[config.mk]
export PLATFORM = sky130hd
export DESIGN_NAME = rst_seq
export DESIGN_NICKNAME = d
export VERILOG_FILES = /design/src/rtl/rst_seq.sv
export SDC_FILE = /design/constraint.sdc
export NUM_CORES = 1
export LEC_CHECK = 0
export CAP_MARGIN = 5
export CORE_MARGIN = 1
export CORE_UTILIZATION = 45
export CTS_CLUSTER_SIZE = 16
export DETAILED_ROUTE_END_ITERATION = 10
export PLACE_DENSITY = 0.75
export SLEW_MARGIN = 40
export SYNTH_ARGS = -nofsm -noshare
export SYNTH_HDL_FRONTEND = slang
export SYNTH_SLANG_ARGS = --single-unit
[constraint.sdc]
create_clock -name clk -period 4.1 [get_ports clk]
set_input_delay 1.23 -clock clk [delete_from_list [all_inputs] [get_ports clk]]
set_output_delay 1.23 -clock clk [all_outputs]
set_load 0.005 [all_outputs]
[src/rtl/rst_seq.sv]
module rst_seq #(
  parameter int POR_W = 1000,
  parameter int WARM_W = 20,
  parameter int REC_W = 200,
  parameter int CFG_W = 8,
  parameter logic [CFG_W-1:0] CFG_DEF = 8'hA5,
  parameter int ZB0 = 2,
  parameter int ZB1 = 5
) (
  input  logic             clk,
  input  logic             pwr_ok_i,
  input  logic             lko_ok_i,
  input  logic             rst_n_i,
  input  logic             wr_n_i,
  input  logic             cfg_we_i,
  input  logic [CFG_W-1:0] cfg_wd_i,
  output logic             wr_n_o,
  output logic             ready_o,
  output logic             io_in_o,
  output logic             addr_oe_o,
  output logic             clr_mode_o,
  output logic             clr_gen_o,
  output logic             mc_clr_o,
  output logic [CFG_W-1:0] cfg_o
);

  localparam int MAXW = (POR_W > WARM_W) ? ((POR_W > REC_W) ? POR_W : REC_W)
                                         : ((WARM_W > REC_W) ? WARM_W : REC_W);
  localparam int CW = $clog2(MAXW + 1);
  localparam logic [CFG_W-1:0] ZMASK = (CFG_W'(1) << ZB0) | (CFG_W'(1) << ZB1);
  localparam logic [CFG_W-1:0] CFG_RST = CFG_DEF & ~ZMASK;
  localparam logic [CW-1:0] POR_LAST = CW'(POR_W - 1);
  localparam logic [CW-1:0] WARM_LAST = CW'(WARM_W - 1);
  localparam logic [CW-1:0] REC_LAST = CW'(REC_W - 1);

  typedef enum logic [1:0] {S_WAIT, S_RUN, S_HOLD, S_REC} st_t;

  st_t             st_q, st_d;
  logic [CW-1:0]   cnt_q, cnt_d;
  logic            por_q, por_d;
  logic            pulse_q;
  logic            qual;
  logic [CFG_W-1:0] cfg_q;

  always_comb begin
    st_d  = st_q;
    cnt_d = cnt_q;
    por_d = por_q;
    qual  = 1'b0;
    case (st_q)
      S_WAIT: begin
        if (rst_n_i) cnt_d = '0;
        else if (cnt_q == POR_LAST) begin
          qual = 1'b1; por_d = 1'b1; st_d = S_HOLD; cnt_d = '0;
        end else cnt_d = cnt_q + 1'b1;
      end
      S_RUN: begin
        if (rst_n_i) cnt_d = '0;
        else if (cnt_q == WARM_LAST) begin
          qual = 1'b1; por_d = 1'b0; st_d = S_HOLD; cnt_d = '0;
        end else cnt_d = cnt_q + 1'b1;
      end
      S_HOLD: begin
        cnt_d = '0;
        if (rst_n_i) st_d = S_REC;
      end
      default: begin
        if (!rst_n_i) begin
          qual = 1'b1; st_d = S_HOLD; cnt_d = '0;
        end else if (cnt_q == REC_LAST) begin
          st_d = S_RUN; cnt_d = '0;
        end else cnt_d = cnt_q + 1'b1;
      end
    endcase
  end

  always_ff @(posedge clk or negedge pwr_ok_i) begin
    if (!pwr_ok_i) begin
      st_q    <= S_WAIT;
      cnt_q   <= '0;
      por_q   <= 1'b1;
      pulse_q <= 1'b0;
      cfg_q   <= CFG_RST;
    end else begin
      st_q    <= st_d;
      cnt_q   <= cnt_d;
      por_q   <= por_d;
      pulse_q <= qual;
      if (qual) cfg_q <= CFG_RST;
      else if (cfg_we_i && lko_ok_i) cfg_q <= cfg_wd_i;
    end
  end

  assign ready_o    = (st_q == S_RUN);
  assign io_in_o    = !ready_o;
  assign addr_oe_o  = ready_o;
  assign clr_gen_o  = pulse_q;
  assign clr_mode_o = pulse_q & por_q;
  assign mc_clr_o   = pulse_q & por_q;
  assign cfg_o      = cfg_q;
  assign wr_n_o     = wr_n_i | !lko_ok_i;


  ready_fall_chk: assert property (@(posedge clk) disable iff (!pwr_ok_i)
    $fell(ready_o) |-> clr_gen_o);


  ready_rise_chk: assert property (@(posedge clk) disable iff (!pwr_ok_i)
    $rose(ready_o) |-> $past(rst_n_i));


  strobe_idle_chk: assert property (@(posedge clk) disable iff (!pwr_ok_i)
    clr_gen_o |-> !ready_o);


  warm_class_chk: assert property (@(posedge clk) disable iff (!pwr_ok_i)
    $past(ready_o) |-> !clr_mode_o && !mc_clr_o);


  lockout_cfg_chk: assert property (@(posedge clk) disable iff (!pwr_ok_i)
    !lko_ok_i |=> ($stable(cfg_o) || clr_gen_o));

endmodule

Yosys cells after proc, flatten, opt, wreduce, memory -nomap -nowiden
Index checks and enable logic that the tools add are counted.
Word-level totals
  flip-flop bits (word level): 22
  bits in latches: 0
  RAM bits: 0
  memory bits (read-only): 0
  input port bits: 14
  output and inout bits: 15
  word-level logic and storage cells: 55
  memories kept: 0
Cells by class
  add/sub/neg operators: 1
  multipliers: 0
  div/mod/pow operators: 0
  $lt $le $gt $ge: 0
  equal/unequal tests: 11
  shifts and indexed selects: 0
  muxes and demuxes: 28
  bitwise logic cells: 2
  reduce and logical (&&, ||, !) cells: 8
Operators by type and width (count)
  $mux W10: 6
  $pmux W10 S3: 1
  $mux W8: 2
  $mux W2: 7
  $add A10 B1 Y10 const B: 1
  $eq A10 B10 Y1 const B: 1
  $eq A10 B5 Y1 const B: 1
  $eq A10 B8 Y1 const B: 1
  $mux W1: 9
  $ne A2 B2 Y1 const B: 4
  $pmux W2 S3: 1
  $reduce_and A6 Y1: 1
  $reduce_and A5 Y1: 1
  $reduce_bool A2 Y1: 2
  $ne A3 B1 Y1 const B: 1
  $pmux W1 S3: 1
  $eq A2 B1 Y1 const B: 1
  $eq A2 B2 Y1 const B: 1
  $logic_not A1 Y1: 2
  $logic_not A2 Y1: 1
  $ne A2 B1 Y1 const B: 1
  $pmux W1 S2: 1
  $and A1 B1 Y1: 1
  $logic_and A1 B1 Y1: 1
  $or A1 B1 Y1: 1

Longest topological paths before layout
Gate-level depths: netlist of the first run.
  depth in word-level cells: 5
  gate-level depth with buffers: 6
  mapped depth without buffers: 5

Worst setup path after synthesis of the first run
No wires, ideal clock.
  path type: in2out
  from: in lko_ok_i
  to: out wr_n_o
  arrival: 1.563 ns
  required time: 2.870 ns
  slack: 1.307 ns
  stages: 2
  buffers on the path: 1
  path through: clkbuf_1 > nand2b_1
On the way
  word-level cells in the longest chain between the ends: 2
RTL lines
  start, declared: line 12  | input logic lko_ok_i,
  $logic_not A1 Y1: line 101  | assign wr_n_o = wr_n_i | !lko_ok_i;
  $or A1 B1 Y1: line 101
  end, declared: line 17  | output logic wr_n_o,
No other way between the ends.

Worst setup path after layout of the first run
Same ends and word-level chain as after synthesis.

==> results.md, run 1 <==
Synth:
- Multiplexer cells account for 0% of the synthesized area.
- After synthesis, the largest family of logic cells by area is simple AND/OR/NAND/NOR gates.
- The share of the synthesized area in compound gates (AO/OA/AOI/OAI) is 17.84%.
- Among all flip-flop cells after synthesis, the most frequent one is sky130_fd_sc_hd__dfrtp_1.
- The synthesized area divided by synthesized cell count is 10.11 um2.
- Of the total synthesized cell area, the portion taken by XOR and XNOR cells is 6.243%.
- The cell area that synthesis handed to floorplanning was 1122 um2.
- The count of distinct cell types in the synthesized netlist is 35.
- The cell count after synthesis is 111.
- The cell with the most instances after synthesis is sky130_fd_sc_hd__dfrtp_1.
- Counting flops with a built-in enable in the synthesized netlist gives 0.
- Ranked by total cell area, the synthesized netlist is headed by sky130_fd_sc_hd__dfrtp_1 42%, sky130_fd_sc_hd__dfstp_2 7.0%, sky130_fd_sc_hd__a21oi_1 6.7%, sky130_fd_sc_hd__nand3_1 4.5%, sky130_fd_sc_hd__nand2_1 4.0%.
- The sequential share of the synthesized area is 49.39%.
- The number of nets in the synthesized netlist is 126.
- Summed over its instances, the top area cell type makes up 42.36% of the synthesized netlist area.
- After Yosys synthesis, and, or, nand and nor cells account for 20.96% of the synthesized area.
- The commonest cells after synthesis are 19 x sky130_fd_sc_hd__dfrtp_1, 15 x sky130_fd_sc_hd__a21oi_1, 12 x sky130_fd_sc_hd__nand2_1.
- The synthesized netlist devotes 1.115% of its cell area to adder and majority cells.
- The flip-flop and latch count after synthesis is 22.
- The synthesis warning total is 0.
- Counting flops with an async set or reset pin after synthesis yields a share of 100.0%.
- The library cell with the largest summed area after synthesis is sky130_fd_sc_hd__dfrtp_1.

Placement:
- The HPWL after detailed placement is 1.674 mm.
- The setup slack at placement is 0.4478 ns.
- The final weighted congestion in routability-driven placement is 0.8239.
- The number of I/O port buffers is 28.
- In this run the cell area measured after placement is 1398 um2.

STA:
- For the finished layout, the period the worst path requires is 3.639 ns.
- In the post-route analysis, the smallest setup slack over all paths is 0.4610 ns.
- The number of hold violations in the final report is 0.
- Setup repair after global routing left no endpoint under its margin.
- The number of max-slew violations in the final report is 0.
- In the finished design, the share of the clock period the worst path needs comes to 88.76%.
- The worst pin sits at a relative slew slack of 59.16%.
- The setup clock skew after layout is 0.0009728 ns.
- The transition time of the tightest slew-check pin is 0.6044 ns.
- For this run, the top clock speed supported by timing is 274.8 MHz.
- The post-route setup TNS is 0 ns.
- Setup violations remaining at the end of the flow were counted as 0.

Floorplanning:
- In this run the horizontal extent of the chip is 51.94 um.
- The floorplan die area is 2698 um2.
- Once the floorplan was initialized, standard cells occupied 49.31% of the core.
- The floorplan core area is 2276 um2.
- The floorplan step set the die height to 51.94 um.
- Pin placement for this block handled 29 I/O pins.
- The floorplan has 17 rows.

Clock network:
- The number of setup buffers added after CTS is 0.
- The root buffer selected by CTS is sky130_fd_sc_hd__clkbuf_4.
- The number of buffers created by CTS is 3.
- For this design, the CTS-stage hold fixing added 0 buffers.
- The clock net in this run drives a total of 22 sinks.
- The level count of the clock H-tree is 1.
- TritonCTS built the clock tree.
- The insertion delay to the later sink of the worst-skew pair is 0.31 ns.
- The register clock-pin slew on the reported worst setup and hold paths is 0.12 ns.
- The longest clock path from root to sink contains 2 buffers.
- The number of cells upsized or downsized after cts is 0.

Cells and area:
- The relative area change from synthesis to final layout is 29.21%.
- Across the whole layout, storage elements account for 554.3 um2.
- The cell area after layout is 1450 um2.
- The multi-input combinational cells in the finished layout cover a total of 518.0 um2.
- The number of inserted filler cells in the final layout is 177.
- 0 antenna diodes ended up in the layout.
- In the final design database the tool counted 152 nets.
- The share of layout cells above drive strength 1 is 8.824%.

Drt:
- For this block, the via count after detailed routing is 916.
- The final layout contains routed wiring with a total length of 2.235 mm.
- In this run the remaining antenna-violating nets after routing total 0.
- In the routed design, unresolved DRC markers number 0.
- The post-detailed-route wirelength per cell is 13.63 um.
- The number of detailed-route iterations in the first pass is 5.
- The routed via count divided by cell count is 5.585.
- The number of DRC markers after the initial detailed-route iteration is 25.

Critical path:
- The category of the worst setup path launch point is an input pin.
- The top fanout value on the critical path is 10.
- The category of the most critical setup path is input pin to primary output.
- The kind of capture point of the worst setup path is a primary output.
- Data on the critical path is required at its endpoint by 2.87 ns.
- The data arrival time of the critical path is 2.41 ns.

Global routing:
- The largest net degree at the start of global routing is 23.
- The first global-routing pass estimated 3.746 mm of wire.
- The via count of the first global-routing pass is 839.
- The overall routing resource usage is 19.03%.
- The remaining global-route overflow is 0.
- The number of antenna violations at the first check in global routing is 0.

Run:
- The tool flagged a number of max-cap violations equal to 0.

Power:
- The maximum resistive drop on vdd is 0.3224 mV.
- For this design the static power due to leakage is 0.0005896 uW.
- Dividing total power by cell area gives a power density of 485.7 nW/um2.

Hold path:
- The path class of the lowest-slack min-delay path is flip-flop to flip-flop.

Run status:
- The run finished with clean final reports.
[cells by family after synthesis]
logic type	Yosys count
buffers and inverters	11
xor gates and xnor gates	8
AOI/OAI and AO/OA	27
adders and majority gates	1
DFF	22
and+or+nand+nor	42
[worst paths after layout]
| kind | from | endpoint | slack [ns] | depth (start not counted) |
|---|---|---|---|---|
| worst max-delay path | lko_ok_i | wr_n_o | 0.46 | 3 |
| worst min-delay path | cnt_q[0] | cnt_q[0] | 0.49 | 1 |
| worst max register to register | cnt_q[0] | cnt_q[0] | 2.00 | 5 |
| worst min register to register | cnt_q[0] | cnt_q[0] | 0.49 | 1 |
| max in group asynchronous | pwr_ok_i | por_q | 2.90 | 1 |
| min in group asynchronous | pwr_ok_i | st_q[0] | 0.85 | 1 |
[where the power goes]
group / total (uW) / internal, uW / switching, uW / leakage, uW
sequential: 297 / 263 / 33.4 / 0.000283
combinational: 240 / 136 / 105 / 0.000279
clock: 167 / 98.9 / 68.4 / 0.0000279
[layout make-up]
type / instances / share of cell area [%]
clock buffers: 3 / 1.553
clock inverters: 1 / 2.071
inverters: 4 / 1.035
multi-input cells: 78 / 35.72
flip-flops and latches: 22 / 38.22
well taps: 28 / 2.416
repair buffers: 28 / 18.98
[routing by layer]
layer  global-route usage [%]  wire length, um  vias up
met1                    26.16             1026      438
li1                         -                -      448
met5                        0                0        -
met4                    10.81               52        0
met3                    2.632               87        5
met2                    28.42             1068       25
[critical path, stage by stage]
cell	delay, ns
sky130_fd_sc_hd__clkdlybuf4s50_1	0.55
sky130_fd_sc_hd__nand2b_1	0.13
sky130_fd_sc_hd__clkdlybuf4s50_1	0.50
[placed cells by master (no fill, tap or decap), drive strengths merged, types with 4 or more instances in the layout]
cell type	Yosys	routed
clkdlybuf4s50	0	27
dfrtp	19	19
a21oi	15	15
nand2	12	12
nand3	10	10
inv	4	4
nor3	4	4
xor2	4	4
xnor2	4	4
[metrics by stage]
stage	utilization, %	instances	hold WS (ns)	power (uW)
final	63.72	164	0.4922	704.4
after global routing	63.72	164	0.5191	750.3
after CTS	63.72	164	0.4954	715.1
after detailed placement	61.41	160	0.4772	543.5
after global placement	61.63	160	0.4633	538.8
after floorplan	-	111	0.4424	425.7
[state kept, by name, summed over array words and instances, names as in the netlist]
register / count
por_q: 1
cnt_q: 10
cfg_o: 8
st_q: 2
clr_gen_o: 1
No activity file was read; power rests on OpenSTA's default activity.
==> run 2, diff against run 1 <==
Settings changed: CORE_UTILIZATION 45 to 35, PLACE_DENSITY 0.75 to unset, TNS_END_PERCENT set to 50.
==> run 2 against run 1 <==
Against the previous run:
- global-route usage shrank 3.9 points
- worst setup slack lost 0.023 ns
- via count shrank 1.2%
- non-clock buffer count is the same
- clock skew grew 0.0062 ns
- design area shrank 0.43%
- maximum frequency shrank 0.63%
- worst hold slack lost 0.0089 ns
==> results.md, run 2 (same netlist as run 1, synthesis figures left out) <==
Run status:
- Outcome: complete, no violations (unchanged).

STA:
- The clock period minus worst slack is 3.662 ns (was 3.639 ns).
- The fmax is 273.1 MHz (was 274.8 MHz).
- The setup clock skew after layout came to 0.007192 ns (was 0.0009728 ns).
- The number of hold violations in the final report is 0 (unchanged).
- The share of the clock period used by the worst path after layout came to 89.32% (was 88.76%).
- The number of failing setup endpoints in the final timing report is 0 (unchanged).
- The number of max-slew violations in the final report was 0 (unchanged).
- The post-route setup TNS came to 0 ns (unchanged).
- The transition time of the tightest slew-check pin came to 0.5582 ns (was 0.6044 ns).
- The relative slew slack is 62.28% (was 59.16%).
- The final hold slack is 0.4833 ns (was 0.4922 ns).
- Setup repair after global routing missed its margin: false (unchanged).

Power:
- The standby leakage power is 0.0005767 uW (was 0.0005896 uW).
- The power density of the placed cells is 443.3 nW/um2 (was 485.7 nW/um2).
- The power share of the sequential group was 46.5% (was 42.1%).
- The internal power of the cells is 437.1 uW (was 498.0 uW).
- The switching power of the nets is 203.0 uW (was 206.4 uW).
- The part of the power in the clock network came to 15.7% (was 23.8%).
- The post-route total power is 640.1 uW (was 704.4 uW).
- The switching share of power was 31.71% (was 29.30%).
- The share of power burned in combinational logic is 37.8% (was 34.1%).
- The maximum resistive drop on vdd is 0.2076 mV (was 0.3224 mV).

Clock network:
- The number of buffers created by CTS came to 3 (unchanged).
- The number of clock sinks is 22 (unchanged).
- The number of setup buffers added after CTS is 0 (unchanged).
- The root buffer selected by CTS is sky130_fd_sc_hd__clkbuf_4 (unchanged).
- The register clock-pin slew on the reported worst setup and hold paths is 0.11 ns (was 0.12 ns).
- The quantity of hold-fixing buffers added after cts was 0 (unchanged).
- The insertion delay to the later sink of the worst-skew pair was 0.30 ns (was 0.31 ns).
- The maximum buffer depth of the clock tree is 2 (unchanged).
- The CTS tree is done (unchanged).
- The number of cells upsized or downsized after cts was 0 (unchanged).
- The level count of the clock H-tree is 1 (unchanged).

Cells and area:
- The flip-flop count of the largest register, all copies and words added came to 10 (unchanged).
- The commonest non-fill, non-tap cell in the layout is sky130_fd_sc_hd__clkdlybuf4s50_1 (unchanged).
- The register name with the most flops is cnt_q (unchanged).
- Commonest non-fill, non-tap cells in the layout: 27 x sky130_fd_sc_hd__clkdlybuf4s50_1, 19 x sky130_fd_sc_hd__dfrtp_1, 15 x sky130_fd_sc_hd__a21oi_1 (unchanged).
- The relative area change from synthesis to final layout came to 28.65% (was 29.21%).
- The cell area after layout is 1444 um2 (was 1450 um2).
- The final antenna diode count was 0 (unchanged).
- The layout net count is 152 (unchanged).
- The share of layout cells above drive strength 1 is 8.088% (was 8.824%).

Drt:
- The number of DRC markers after the initial detailed-route iteration came to 28 (was 25).
- The routed via count divided by cell count was 5.028 (was 5.585).
- The post-route met1 wirelength was 1.097 mm (was 1.026 mm).
- The detailed route wirelength on metal3 came to 76 um (was 87 um).
- The vias after detailed routing is 905 (was 916).
- The number of remaining DRC errors is 0 (unchanged).
- The remaining antenna violation count was 0 (unchanged).
- The top layer reached by signal wires is met4 (unchanged).
- The post-detailed-route wirelength per cell came to 12.67 um (was 13.63 um).
- The overall routed net length is 2.281 mm (was 2.235 mm).
- The sum of met2 wire segment lengths after detailed routing came to 1.087 mm (was 1.068 mm).
- The number of detailed-route iterations in the first pass is 6 (was 5).

Critical path:
- The category of the worst setup path launch point is an input pin (unchanged).
- The register-to-register path setup slack is 2.01 ns (was 2.00 ns).
- The library cell appearing most often on the critical path was sky130_fd_sc_hd__clkdlybuf4s50_1 (unchanged).
- The required time at the worst-slack endpoint is 2.87 ns (about the same).
- The startpoint of the most critical register-to-register path is cnt_q[0] (unchanged).
- The worst stage delay on the critical path is 0.55 ns (about the same).
- Critical path cell sequence: clkdlybuf4s50_1 -> nand2b_1 -> clkdlybuf4s50_1 (unchanged).
- The data arrival time of the critical path is 2.43 ns (was 2.41 ns).
- The launching instance or port of the critical path is lko_ok_i (unchanged).
- The number of cells on the worst reg-to-reg path is 5 (unchanged).
- The capture instance of the worst register-to-register path is cnt_q[8] (was cnt_q[0]).
- The kind of capture point of the worst setup path was a primary output (unchanged).
- The category of the most critical setup path is input pin to primary output (unchanged).
- The top fanout value on the critical path was 10 (unchanged).
- The worst-path cell with the longest stage delay was sky130_fd_sc_hd__clkdlybuf4s50_1 (unchanged).

Global routing:
- The via count of the first global-routing pass is 859 (was 839).
- The largest net degree at the start of global routing came to 23 (unchanged).
- The number of antenna violations at the first check in global routing is 0 (unchanged).
- The global-route wire length before repair was 3.933 mm (was 3.746 mm).
- The remaining global-route overflow came to 0 (unchanged).
- The overall routing resource usage is 15.17% (was 19.03%).

Floorplanning:
- The count of standard-cell rows is 20 (was 17).
- The die width is 58.63 um (was 51.94 um).
- The die height is 58.63 um (was 51.94 um).
- The starting density of the core is 36.76% (was 49.31%).
- The floorplan core area was 3053 um2 (was 2276 um2).
- The number of primary I/O pins is 29 (unchanged).
- The floorplan die area is 3437 um2 (was 2698 um2).

Run:
- The max-cap check violation count came to 0 (unchanged).

Placement:
- The number of I/O port buffers came to 28 (unchanged).
- The final weighted congestion in routability-driven placement is 0.7687 (was 0.8239).
- The standard cell area after detailed placement is 1418 um2 (was 1398 um2).
- The estimated wirelength of the detail-placed design is 1.714 mm (was 1.674 mm).

Hold path:
- The path class of the lowest-slack min-delay path is flip-flop to flip-flop (unchanged).
- The launch point of the worst hold path was cnt_q[0] (unchanged).
- The worst min-delay path endpoint was cnt_q[0] (unchanged).
- The cell depth of the worst min-delay path is 1 (unchanged).
## run 2: how the worst max path moves through the flow
stage               endpoint  slack [ns]  cells after the start
global placement      wr_n_o        0.48                      3
floorplan             wr_n_o        1.31                      2
finish                wr_n_o        0.44                      3
CTS                   wr_n_o        0.45                      3
global route          wr_n_o        0.40                      3
detailed placement    wr_n_o        0.46                      3
## run 2: critical path, delay by kind of cell
| family | cells | cell delay (ns) |
|---|---|---|
| buffers and inverters | 2 | 1.05 |
| and+or+nand+nor | 1 | 0.15 |
## run 2: power groups by stage
| stage | Sequential, uW | Clock (uW) | Combinational (uW) |
|---|---|---|---|
| global route | 306 | 114 | 268 |
| floorplan | 299 | 0 | 127 |
| global placement | 300 | 0 | 241 |
| finish | 298 | 100 | 242 |
| CTS | 298 | 106 | 245 |
| detailed placement | 303 | 0 | 244 |
## run 2: layout make-up
class | instances | area, um2
fill | 310 | 1609
sequential | 22 | 554.3
multi-input combinational | 78 | 518.0
timing repair buffer | 28 | 275.3
tap | 44 | 55.05
clock buffer | 4 | 26.28
inverter | 4 | 15.01
## run 2: per-stage QoR
| step | instances | util (%) | setup WS [ns] |
|---|---|---|---|
| after floorplan | 111 | - | 1.307 |
| after global placement | 176 | 46.60 | 0.4757 |
| after detailed placement | 176 | 46.43 | 0.4594 |
| after CTS | 180 | 47.30 | 0.4517 |
| after global routing | 180 | 47.30 | 0.4029 |
| final | 180 | 47.30 | 0.4378 |
## run 2: per-layer routing
layer | up-vias | global-route usage, %
met5 | - | 0
met4 | 0 | 3.061
met3 | 2 | 4.615
met2 | 15 | 23.97
met1 | 437 | 20.70
li1 | 451 | -
